`config.mk`:
```
export PLATFORM = sky130hd
export DESIGN_NAME = charpix_pipe
export DESIGN_NICKNAME = d
export VERILOG_FILES = /design/src/rtl/charpix_pkg.sv /design/src/rtl/cp_fetch.sv /design/src/rtl/cp_glyph.sv /design/src/rtl/cp_shifter.sv /design/src/rtl/charpix_pipe.sv
export SDC_FILE = /design/constraint.sdc
export NUM_CORES = 1
export LEC_CHECK = 0
export BUFFER_PORTS_ARGS = -buffer_cell sky130_fd_sc_hd__buf_4
export CORE_MARGIN = 2
export CORE_UTILIZATION = 52
export CTS_BUF_LIST = sky130_fd_sc_hd__clkbuf_16
export CTS_CLUSTER_SIZE = 10
export DETAILED_ROUTE_END_ITERATION = 10
export PLACE_DENSITY = 0.83
export SYNTH_ARGS = -nofsm -noshare
export SYNTH_HDL_FRONTEND = slang
export SYNTH_SLANG_ARGS = --single-unit
```
`constraint.sdc`:
```
create_clock -name clk -period 5.8 [get_ports clk]
set_clock_uncertainty 0.15 [all_clocks]
set_input_delay 1.74 -clock clk [delete_from_list [all_inputs] [get_ports clk]]
set_output_delay 1.74 -clock clk [all_outputs]
set_load 0.02 [all_outputs]
```
`src/rtl/charpix_pkg.sv`:
```
// Package: default geometry and small shared helpers for the character
// scan-out pipeline. Assumes codes carry the reverse flag in their top bit.
package charpix_pkg;

    localparam int unsigned CP_COLS      = 40;  // character columns per row
    localparam int unsigned CP_ROWS      = 25;  // character rows per screen
    localparam int unsigned CP_LINES     = 8;   // scan lines per character row
    localparam int unsigned CP_PIX       = 8;   // pixels per character cycle
    localparam int unsigned CP_CODE_W    = 8;   // bits per character code

    // Linear cell index from row and column.
    function automatic int unsigned cp_cell(int unsigned row, int unsigned col,
                                            int unsigned cols);
        return row * cols + col;
    endfunction

    // Apply the reverse flag to one pixel.
    function automatic logic cp_apply_rev(logic bit_in, logic rev);
        return bit_in ^ rev;
    endfunction

endpackage

```
`src/rtl/cp_fetch.sv`:
```
// Fetch stage: on each character strobe, turns the sampled row/column into a
// video RAM address and carries the line number and active flag one stage on.
// Assumes row and column come from a timing source that keeps them in range.
module cp_fetch
    import charpix_pkg::*;
#(
    parameter int unsigned COLS   = CP_COLS,
    parameter int unsigned ROWS   = CP_ROWS,
    parameter int unsigned LINE_W = 3,
    parameter int unsigned ROW_W  = 5,
    parameter int unsigned COL_W  = 6,
    parameter int unsigned ADDR_W = 10
) (
    input  logic              clk,
    input  logic              rst_n,
    input  logic              stb,
    input  logic              active_in,
    input  logic [ROW_W-1:0]  row_in,
    input  logic [COL_W-1:0]  col_in,
    input  logic [LINE_W-1:0] line_in,
    output logic [ADDR_W-1:0] ram_addr,
    output logic              act_out,
    output logic [LINE_W-1:0] line_out
);

    localparam int unsigned CELLS = COLS * ROWS;

    // Register the RAM address and the matching timing tag at each strobe.
    always_ff @(posedge clk) begin
        if (!rst_n) begin
            ram_addr <= '0;
            act_out  <= 1'b0;
            line_out <= '0;
        end else if (stb) begin
            ram_addr <= ADDR_W'(cp_cell(int'(row_in), int'(col_in), COLS));
            act_out  <= active_in;
            line_out <= line_in;
        end
    end

    // address only moves on a strobe.
    a_r1_addr_hold: assert property (@(posedge clk) disable iff (!rst_n)
        !stb |=> $stable(ram_addr));

    // in-range coordinates always give an in-range address.
    a_r1_addr_range: assert property (@(posedge clk) disable iff (!rst_n)
        (stb && int'(row_in) < ROWS && int'(col_in) < COLS) |=> (int'(ram_addr) < CELLS));

endmodule

```
`src/rtl/cp_glyph.sv`:
```
// Code stage: latches the character code returned by video RAM at the strobe
// after its address and forms the glyph store address from the low code bits
// and the line number. Assumes RAM data is valid for one full character cycle.
module cp_glyph
    import charpix_pkg::*;
#(
    parameter int unsigned CODE_W = CP_CODE_W,
    parameter int unsigned LINE_W = 3,
    parameter int unsigned ROM_AW = 10
) (
    input  logic              clk,
    input  logic              rst_n,
    input  logic              stb,
    input  logic [CODE_W-1:0] ram_data,
    input  logic              act_in,
    input  logic [LINE_W-1:0] line_in,
    output logic [ROM_AW-1:0] rom_addr,
    output logic              rev_out,
    output logic              act_out
);

    logic [CODE_W-1:0] code_q;
    logic [LINE_W-1:0] line_q;

    // Hold the single code latch and the line/active tag for this cell.
    always_ff @(posedge clk) begin
        if (!rst_n) begin
            code_q  <= '0;
            line_q  <= '0;
            act_out <= 1'b0;
        end else if (stb) begin
            code_q  <= ram_data;
            line_q  <= line_in;
            act_out <= act_in;
        end
    end

    // Glyph address: seven glyph-select bits above the line number.
    always_comb begin
        rom_addr = {code_q[CODE_W-2:0], line_q};
        rev_out  = code_q[CODE_W-1];
    end

    // glyph address only moves on a strobe.
    a_r2_rom_hold: assert property (@(posedge clk) disable iff (!rst_n)
        !stb |=> $stable(rom_addr));

    // glyph field tracks the RAM data seen at the strobe.
    a_r2_code_field: assert property (@(posedge clk) disable iff (!rst_n)
        stb |=> rom_addr[ROM_AW-1:LINE_W] == $past(ram_data[CODE_W-2:0]));

endmodule

```
`src/rtl/cp_shifter.sv`:
```
// Serialiser: loads the glyph slice at each strobe and shifts it out most
// significant bit first, applying reverse and forcing dark outside the
// active window. Assumes strobes arrive every PIX clocks.
module cp_shifter
    import charpix_pkg::*;
#(
    parameter int unsigned PIX = CP_PIX
) (
    input  logic           clk,
    input  logic           rst_n,
    input  logic           stb,
    input  logic [PIX-1:0] rom_data,
    input  logic           rev_in,
    input  logic           act_in,
    output logic           pix_out
);

    logic [PIX-1:0] sh_q;
    logic           rev_q;
    logic           act_q;

    // Load a fresh slice on a strobe, otherwise shift one pixel on.
    always_ff @(posedge clk) begin
        if (!rst_n) begin
            sh_q  <= '0;
            rev_q <= 1'b0;
            act_q <= 1'b0;
        end else if (stb) begin
            sh_q  <= rom_data;
            rev_q <= rev_in;
            act_q <= act_in;
        end else begin
            sh_q  <= {sh_q[PIX-2:0], 1'b0};
        end
    end

    // Output pixel with reverse and blanking applied.
    always_comb begin
        pix_out = act_q & cp_apply_rev(sh_q[PIX-1], rev_q);
    end

    // a plain visible cell starts with the slice's top bit.
    a_r3_first_pixel: assert property (@(posedge clk) disable iff (!rst_n)
        (stb && act_in && !rev_in) |=> pix_out == $past(rom_data[PIX-1]));

    // a reversed visible cell starts with the inverted top bit.
    a_r4_reverse_first: assert property (@(posedge clk) disable iff (!rst_n)
        (stb && act_in && rev_in) |=> pix_out == !$past(rom_data[PIX-1]));

    // a blanked cell is dark from its first pixel.
    a_r6_dark: assert property (@(posedge clk) disable iff (!rst_n)
        (stb && !act_in) |=> !pix_out);

    // reset darkens the output.
    a_r8_reset_dark: assert property (@(posedge clk)
        !rst_n |=> !pix_out);

endmodule

```
`src/rtl/charpix_pipe.sv`:
```
// Top: three-stage character scan-out pipeline (address, code, serialise)
// with no line buffer. Assumes an external timing source and external RAM
// and glyph store whose read data is valid one character cycle after the
// address.
module charpix_pipe
    import charpix_pkg::*;
#(
    parameter int unsigned COLS  = CP_COLS,
    parameter int unsigned ROWS  = CP_ROWS,
    parameter int unsigned LINES = CP_LINES,
    parameter int unsigned PIX   = CP_PIX,
    parameter int unsigned CODE_W = CP_CODE_W,
    localparam int unsigned ROW_W  = $clog2(ROWS),
    localparam int unsigned COL_W  = $clog2(COLS),
    localparam int unsigned LINE_W = $clog2(LINES),
    localparam int unsigned ADDR_W = $clog2(COLS * ROWS),
    localparam int unsigned ROM_AW = CODE_W - 1 + LINE_W
) (
    input  logic              clk,
    input  logic              rst_n,
    input  logic              char_stb,
    input  logic              tm_active,
    input  logic [ROW_W-1:0]  tm_row,
    input  logic [COL_W-1:0]  tm_col,
    input  logic [LINE_W-1:0] tm_line,
    output logic [ADDR_W-1:0] ram_addr,
    input  logic [CODE_W-1:0] ram_data,
    output logic [ROM_AW-1:0] rom_addr,
    input  logic [PIX-1:0]    rom_data,
    output logic              pix_out
);

    logic              act_s1;
    logic [LINE_W-1:0] line_s1;
    logic              act_s2;
    logic              rev_s2;

    cp_fetch #(
        .COLS(COLS), .ROWS(ROWS), .LINE_W(LINE_W),
        .ROW_W(ROW_W), .COL_W(COL_W), .ADDR_W(ADDR_W)
    ) u_fetch (
        .clk(clk), .rst_n(rst_n), .stb(char_stb),
        .active_in(tm_active), .row_in(tm_row), .col_in(tm_col), .line_in(tm_line),
        .ram_addr(ram_addr), .act_out(act_s1), .line_out(line_s1)
    );

    cp_glyph #(
        .CODE_W(CODE_W), .LINE_W(LINE_W), .ROM_AW(ROM_AW)
    ) u_glyph (
        .clk(clk), .rst_n(rst_n), .stb(char_stb),
        .ram_data(ram_data), .act_in(act_s1), .line_in(line_s1),
        .rom_addr(rom_addr), .rev_out(rev_s2), .act_out(act_s2)
    );

    cp_shifter #(
        .PIX(PIX)
    ) u_shift (
        .clk(clk), .rst_n(rst_n), .stb(char_stb),
        .rom_data(rom_data), .rev_in(rev_s2), .act_in(act_s2),
        .pix_out(pix_out)
    );

endmodule

```
==> results of run 1 <==
[metal layers]
metal  up-vias  part of all wire  routed length (µm)
li1        603                 -                   -
met1       525              0.39                1180
met2        45              0.50                1516
met3         8             0.082                 249
met4         0             0.028                  84
met5         -                 0                   0
[worst register-to-register path, cell delays in order (launching register included)]
cell      delay [ns]
dfxtp_1         0.33
nor2_1          0.05
a211oi_1        0.22
[cell families (layout without fill, tap and decap cells)]
group                      Yosys count  in the layout
buffers and inverters                9             62
AOI/OAI and AO/OA                   11             11
and+or+nand+nor                     44             44
xor gates and xnor gates             6              6
muxes                               30             30
adders and majority gates           11             11
DFF                                 36             36
[where the power goes]
group / leakage [nW] / internal, mW / switching [mW]
clock: 0.0709 / 0.154 / 0.0878
sequential: 0.297 / 0.264 / 0.00744
combinational: 0.678 / 0.0562 / 0.0537
total: 1.05 / 0.474 / 0.149
[flip-flops by register name (all words and copies together) (netlist names)]
register / cells
u_fetch.ram_addr: 10
u_shift.act_q: 1
u_fetch.line_out: 3
u_shift.rev_q: 1
u_glyph.line_q: 3
u_glyph.act_out: 1
u_glyph.code_q: 8
u_fetch.act_out: 1
u_shift.sh_q: 8
[metrics by stage]
step                power (mW)  hold slack [ns]    util  setup slack (ns)
global route            0.6543           0.3479  0.7413             2.004
detailed placement      0.3870           0.3037  0.6936             1.830
CTS                     0.6295           0.3153  0.7413             2.101
floorplan               0.3436           0.2865       -             2.127
global placement        0.3825           0.2896  0.6936             1.948
finish                  0.6228           0.3099  0.7413             2.113
[synth_stat cells]
library cell	instances	area share
o21ai_0	3	0.0097
xor2_1	2	0.011
xnor2_1	3	0.017
clkbuf_1	3	0.0072
nand3_1	2	0.0064
buf_6	1	0.0072
inv_2	1	0.0024
mux2i_1	30	0.19
nor2b_1	1	0.0040
nor2_1	33	0.080
dfxtp_1	36	0.46
nand3b_1	2	0.0097
xnor3_1	1	0.014
fa_1	2	0.026
and3_1	1	0.0040
a211oi_1	2	0.0097
a21o_1	1	0.0048
and4bb_1	1	0.0081
nand2_1	3	0.0072
buf_2	3	0.0097
buf_8	1	0.0097
ha_1	9	0.072
and2_1	1	0.0040
o311ai_1	1	0.0056
a21oi_1	4	0.013
[layout make-up]
class / instances / share of cell area
Multi-Input combinational cell: 102 / 0.3736
Tap cell: 31 / 0.01865
Clock buffer: 5 / 0.06017
Inverter: 1 / 0.001805
Timing Repair Buffer: 54 / 0.1949
Sequential cell: 36 / 0.3466
Clock inverter: 2 / 0.004212
[cell usage in the layout, fill, tap and decap left out, drive strengths merged, types with 2 or more instances in the layout]
cell,count
xor2,2
nand3,2
dfxtp,36
inv,2
mux2i,30
ha,9
o21ai,3
a211oi,2
xnor2,3
buf,54
fa,2
a21oi,4
clkbuf,5
nand3b,2
nor2,33
nand2,3
[worst min path at each step]
stage,end
floorplan,u_shift.sh_q[1]$_SDFF_PN0_
global placement,u_shift.sh_q[7]$_SDFF_PN0_
detailed placement,u_shift.sh_q[4]$_SDFF_PN0_
CTS,u_shift.sh_q[4]$_SDFF_PN0_
global route,u_shift.sh_q[7]$_SDFF_PN0_
finish,u_shift.sh_q[4]$_SDFF_PN0_
==> impl_metrics.tcl, run 1 <==
set metrics [dict create \
    die_h_um 58.67 \
    grt_max_degree 42 \
    vias 1181 \
    cts_setup_buffers 0 \
    top_usage_layer "met2" \
    vias_per_cell 5.113 \
    core_um2 2805 \
    worstPathRequired_ns 5.86 \
    outcome "finished, violations left" \
    crit_type "input pin to flop" \
    fmax_ghz 0.2712 \
    synthMuxAreaShare 0.1932 \
    ys_seq_area_frac 0.4638 \
    rsz0062_at_grt "false" \
    worstMarginPinSlew_ns 0.5705 \
    path_max_fanout 3 \
    multi_input_area_um2 777.0 \
    yosys.area_share.simple 0.1232 \
    p_leak_nw 1.046 \
    cts_hold_buf 0 \
    ys_warn_count 0 \
    grtUsageMet1 0.2230 \
    drt_pre_antenna_iters 7 \
    fin_setup_tns_ns 0 \
    grt_util_met3 0.07912 \
    finalHoldViolCount 0 \
    grt_pass1_vias 1230 \
    cts_inserted_buffers 5 \
    dp_hpwl_um 2301 \
    synth_top_family_by_area "multiplexers" \
    die-width_um 58.67 \
    r2r_start "u_fetch.ram_addr[7]$_SDFFE_PN0P_" \
    grt_util_all_layers 0.2040 \
    dpl.cell_count 224 \
    clock_sinks 36 \
    grt_pass1_wl_um 5188 \
    r2r_cells 2 \
    antenna_found_initial 0 \
    critPathMostFrequentCell "ha_1" \
    powerDensity_nw_per_um2 299.5 \
    timing.rr.end "u_fetch.ram_addr[7]$_SDFFE_PN0P_" \
    synthAdderAreaFrac 0.09823 \
    post-route-drc-count 2 \
    drt-initial-drc-count 24 \
    wl_per_cell_um 13.12 \
    hold_depth 2 \
    drv_slew 0 \
    routed_wl_um 3031 \
    ios 55 \
    crit_family "adder cells" \
    synth_nets 192 \
    final_area_um2 2079 \
    violations "DRC" \
    dpl_cell_area_um2 1946 \
    root_buffer "clkbuf_16" \
    crit_start "tm_row[1]" \
    vdd_drop_max_mv 0.2767 \
    fillers 211 \
    netlist_area_um2 1554 \
    seq_area_um2 720.7 \
    rrSetupSlack_ns 4.97 \
    synth_seq_cells 36 \
    crit_end "u_fetch.ram_addr[9]$_SDFFE_PN0P_" \
    cts_tree "yes" \
    hp-class "flop to flop" \
    crit_path_top_delay_cell "fa_1" \
    start_util 0.5540 \
    cts.path.max_buffers 2 \
    antenna_left 0 \
    max-slew-margin-rel 0.6196 \
    layoutNonFillerInstCount 231 \
    path_cells "buf_4 -> ha_1 -> ha_1 -> fa_1 -> xnor2_1 -> and4bb_1 -> xnor3_1 -> a21oi_1" \
    io_buffers 54 \
    area_growth_pct 33.82 \
    clk_latency_ns 0.27 \
    layout.nets 245 \
    place.gp.congestion 0.7972 \
    synthXorXnorAreaFrac 0.04267 \
    synth_compound_area_frac 0.04267 \
    layout-drive-gt1-share 0.3050 \
    num_rows 19 \
    postSynthAreaPerCell_um2 10.57 \
    fin_crit_sh 0.6357 \
    crit_path_end_kind "flop" \
    grt_util_met2 0.3387 \
    globalRouteOverflowTotal 0 \
    clk_pin_slew_ns 0.05 \
    worst-path-stages 8 \
    h-tree-depth 2 \
    cap_violations 0 \
    cp.buffers_inverters 1 \
    ys_types 25 \
    die_area_um2 3442 \
    holdCritStartpoint "u_shift.sh_q[3]$_SDFF_PN0_" \
    slowest_delay_ns 0.39 \
    arrival_ns 3.74 \
    cts-resized-gates 0 \
    fin_crit_ns 3.687 \
    setup_viol 0 \
    syn_inst 147 \
    diodes 0 \
    startpoint_type "input pin" \
]
(Power assumes the default switching activity.)
==> inputs of run 2 (changes only) <==
Settings changed: ABC_AREA set to 1, CORE_UTILIZATION 52 to 44, PLACE_DENSITY 0.83 to 0.74.
Clock period 5.8 ns to 3.07 ns, I/O delays scaled along.
==> run 2 against run 1 <==
- the flow now finishes without violations
- clock power is 93% higher
- first-iteration DRC count grew to 2.7 times the previous value
- final area is 2.7% higher
- utilization down 12 points
- count of clock-buffer cells in the layout unchanged
- worst hold slack worse by 0.0014 ns
- sequential share of layout area fell by 0.91 points
- critical path type unchanged
- highest routed layer is now met3
==> impl_metrics.tcl, run 2 <==
set metrics [dict create \
    outcome "completed" \
    dp_slack_ns 0.2203 \
    die_h_um 64.14 \
    path_max_fanout 3 \
    max-slew-margin-rel 0.6371 \
    synth.largest_area_cell "dfxtp_1" \
    rsz0062_at_grt "false" \
    drv_slew 0 \
    setup_viol 0 \
    fin_crit_sh 0.8362 \
    layout_commonest_cell "nor2_1" \
    largest_registers "u_fetch.ram_addr x10, u_glyph.code_q x8, u_shift.sh_q x8" \
    synthMuxAreaShare 0 \
    layout.nets 308 \
    die-width_um 64.14 \
    synth_top_family_by_area "simple AND/OR/NAND/NOR gates" \
    synthXorXnorAreaFrac 0.01101 \
    layout-drive-gt1-share 0.2348 \
    grt_util_all_layers 0.1747 \
    io_buffers 54 \
    startpoint_type "input pin" \
    path_cells "buf_4 -> ha_1 -> ha_1 -> fa_1 -> nand2_1 -> inv_1 -> nand2_1 -> nand2_1 -> nand2_1 -> o21ai_1 -> inv_1" \
    cts_setup_buffers 0 \
    h-tree-depth 2 \
    cts_tree "yes" \
    cts.path.max_buffers 2 \
    final_area_um2 2136 \
    synthAdderAreaFrac 0.09591 \
    cts_inserted_buffers 5 \
    vdd_drop_max_mv 0.3910 \
    drt_pre_antenna_iters 4 \
    syn_inst 212 \
    cap_violations 0 \
    fmax_ghz 0.3895 \
    synth_ff_type "dfxtp_1" \
    arrival_ns 2.58 \
    diodes 0 \
    synth_area_leaders "dfxtp_1, nor2_1, o21ai_0" \
    core_um2 3416 \
    vias_per_cell 4.684 \
    hp-class "flop to flop" \
    cts_hold_buf 0 \
    ys_seq_area_frac 0.4528 \
    fin_crit_ns 2.567 \
    synthTopCellsByCount "nor2_1, dfxtp_1, o21ai_0" \
    worstPathRequired_ns 3.09 \
    die_area_um2 4114 \
    ys_types 19 \
    rrSetupSlack_ns 2.24 \
    area_growth_pct 34.20 \
    antenna_left 0 \
    drt-initial-drc-count 64 \
    seq_area_um2 720.7 \
    crit_path_top_delay_cell "fa_1" \
    fillers 350 \
    crit_type "input pin to flop" \
    num_rows 21 \
    critPathMostFrequentCell "nand2_1" \
    grt_max_degree 39 \
    wl_per_cell_um 10.26 \
    largest_reg_flops 10 \
    crit_path_end_kind "flop" \
    worstMarginPinSlew_ns 0.5435 \
    powerDensity_nw_per_um2 562.8 \
    dp_hpwl_um 2218 \
    postSynthAreaPerCell_um2 7.507 \
    fin_setup_tns_ns 0 \
    yosysTopAreaCellShare 0.4528 \
    synth_edf_count 0 \
    ys_warn_count 0 \
    ios 55 \
    root_buffer "clkbuf_16" \
    dpl.cell_count 302 \
    cts-resized-gates 0 \
    p_leak_nw 1.094 \
    dpl_cell_area_um2 1996 \
    netlist_area_um2 1592 \
    synth_compound_area_frac 0.1148 \
    post-route-drc-count 0 \
    antenna_found_initial 0 \
    routed_wl_um 3181 \
    layout_common_cells "nor2_1, buf_4, dfxtp_1, o21ai_0, nand2_1" \
    synth_seq_cells 36 \
    fin_util 0.6253 \
    globalRouteOverflowTotal 0 \
    clk_pin_slew_ns 0.05 \
    grt_pass1_wl_um 5761 \
    finalHoldViolCount 0 \
    clock_sinks 36 \
    top_register "u_fetch.ram_addr" \
    slowest_delay_ns 0.55 \
    multi_input_area_um2 759.5 \
    yosys.area_share.simple 0.2555 \
    vias 1452 \
    ys_async_sr_fraction 0 \
    worst_slack_ns 0.5027 \
    synth_nets 257 \
    synth_most_common_cell "nor2_1" \
    grt_pass1_vias 1383 \
    start_util 0.4659 \
    clk_latency_ns 0.27 \
    layoutNonFillerInstCount 310 \
    place.gp.congestion 0.7693 \
]
-- run 2: cell count changes after synthesis, moves of 2 or more --
cell and change:
nand3_1 +7, nand2_1 +20, clkbuf_1 -2, nor2_1 +36
a21oi_1 -2, mux2i_1 -30, o21ai_0 +29, nand3b_1 -2
xnor2_1 -3, a211oi_1 -2, buf_4 +4, inv_1 +13
-- run 2: cell families after synthesis --
family | Yosys count
XOR/XNOR | 2
adder cells (fa/ha/maj) | 11
buffers and inverters | 24
flip-flops | 36
AO/OA/AOI/OAI | 36
AND/OR/NAND/NOR | 103
-- run 2: final cells by class --
type                            instances  area share
Clock inverter                          3    0.007030
Timing Repair Buffer                   54      0.1898
Inverter                               14     0.02460
Multi-Input combinational cell        152      0.3556
Sequential cell                        36      0.3374
Tap cell                               46     0.02695
Clock buffer                            5     0.05858
-- run 2: path summary, 6_finish.rpt --
path | from | to | cells past startpoint
max | tm_row[1] | u_fetch.ram_addr[8]$_SDFFE_PN0P_ | 11
min | u_shift.sh_q[0]$_SDFF_PN0_ | u_shift.sh_q[1]$_SDFF_PN0_ | 2
max reg2reg | u_fetch.ram_addr[7]$_SDFFE_PN0P_ | u_fetch.ram_addr[7]$_SDFFE_PN0P_ | 4
min reg2reg | u_shift.sh_q[0]$_SDFF_PN0_ | u_shift.sh_q[1]$_SDFF_PN0_ | 2
-- run 2: per-layer routing --
layer  vias up  track usage  routed length (µm)
li1        774            -                   -
met1       649       0.2209                1496
met2        29       0.2930                1569
met5         -            0                   0
met3         0      0.04225                 114
met4         0      0.05585                   0
-- run 2: critical path: cells and delay by family --
kind,cells,cell delay [ns]
adders and majority gates,3,1.09
and+or+nand+nor,4,0.24
buffers and inverters,3,0.23
AOI/OAI and AO/OA,1,0.12
-- run 2: power by group --
| group | internal [mW] | switching, mW |
|---|---|---|
| Sequential | 0.503 | 0.0155 |
| Combinational | 0.0997 | 0.120 |
| Clock | 0.294 | 0.170 |
| Total | 0.897 | 0.305 |
-- run 2: per-stage QoR --
| step | total power, mW | hold slack (ns) |
|---|---|---|
| final | 1.202 | 0.3085 |
| after global routing | 1.274 | 0.3522 |
| after CTS | 1.219 | 0.3128 |
| after detailed placement | 0.7495 | 0.3004 |
| after global placement | 0.7460 | 0.2964 |
| after floorplan | 0.6626 | 0.2894 |
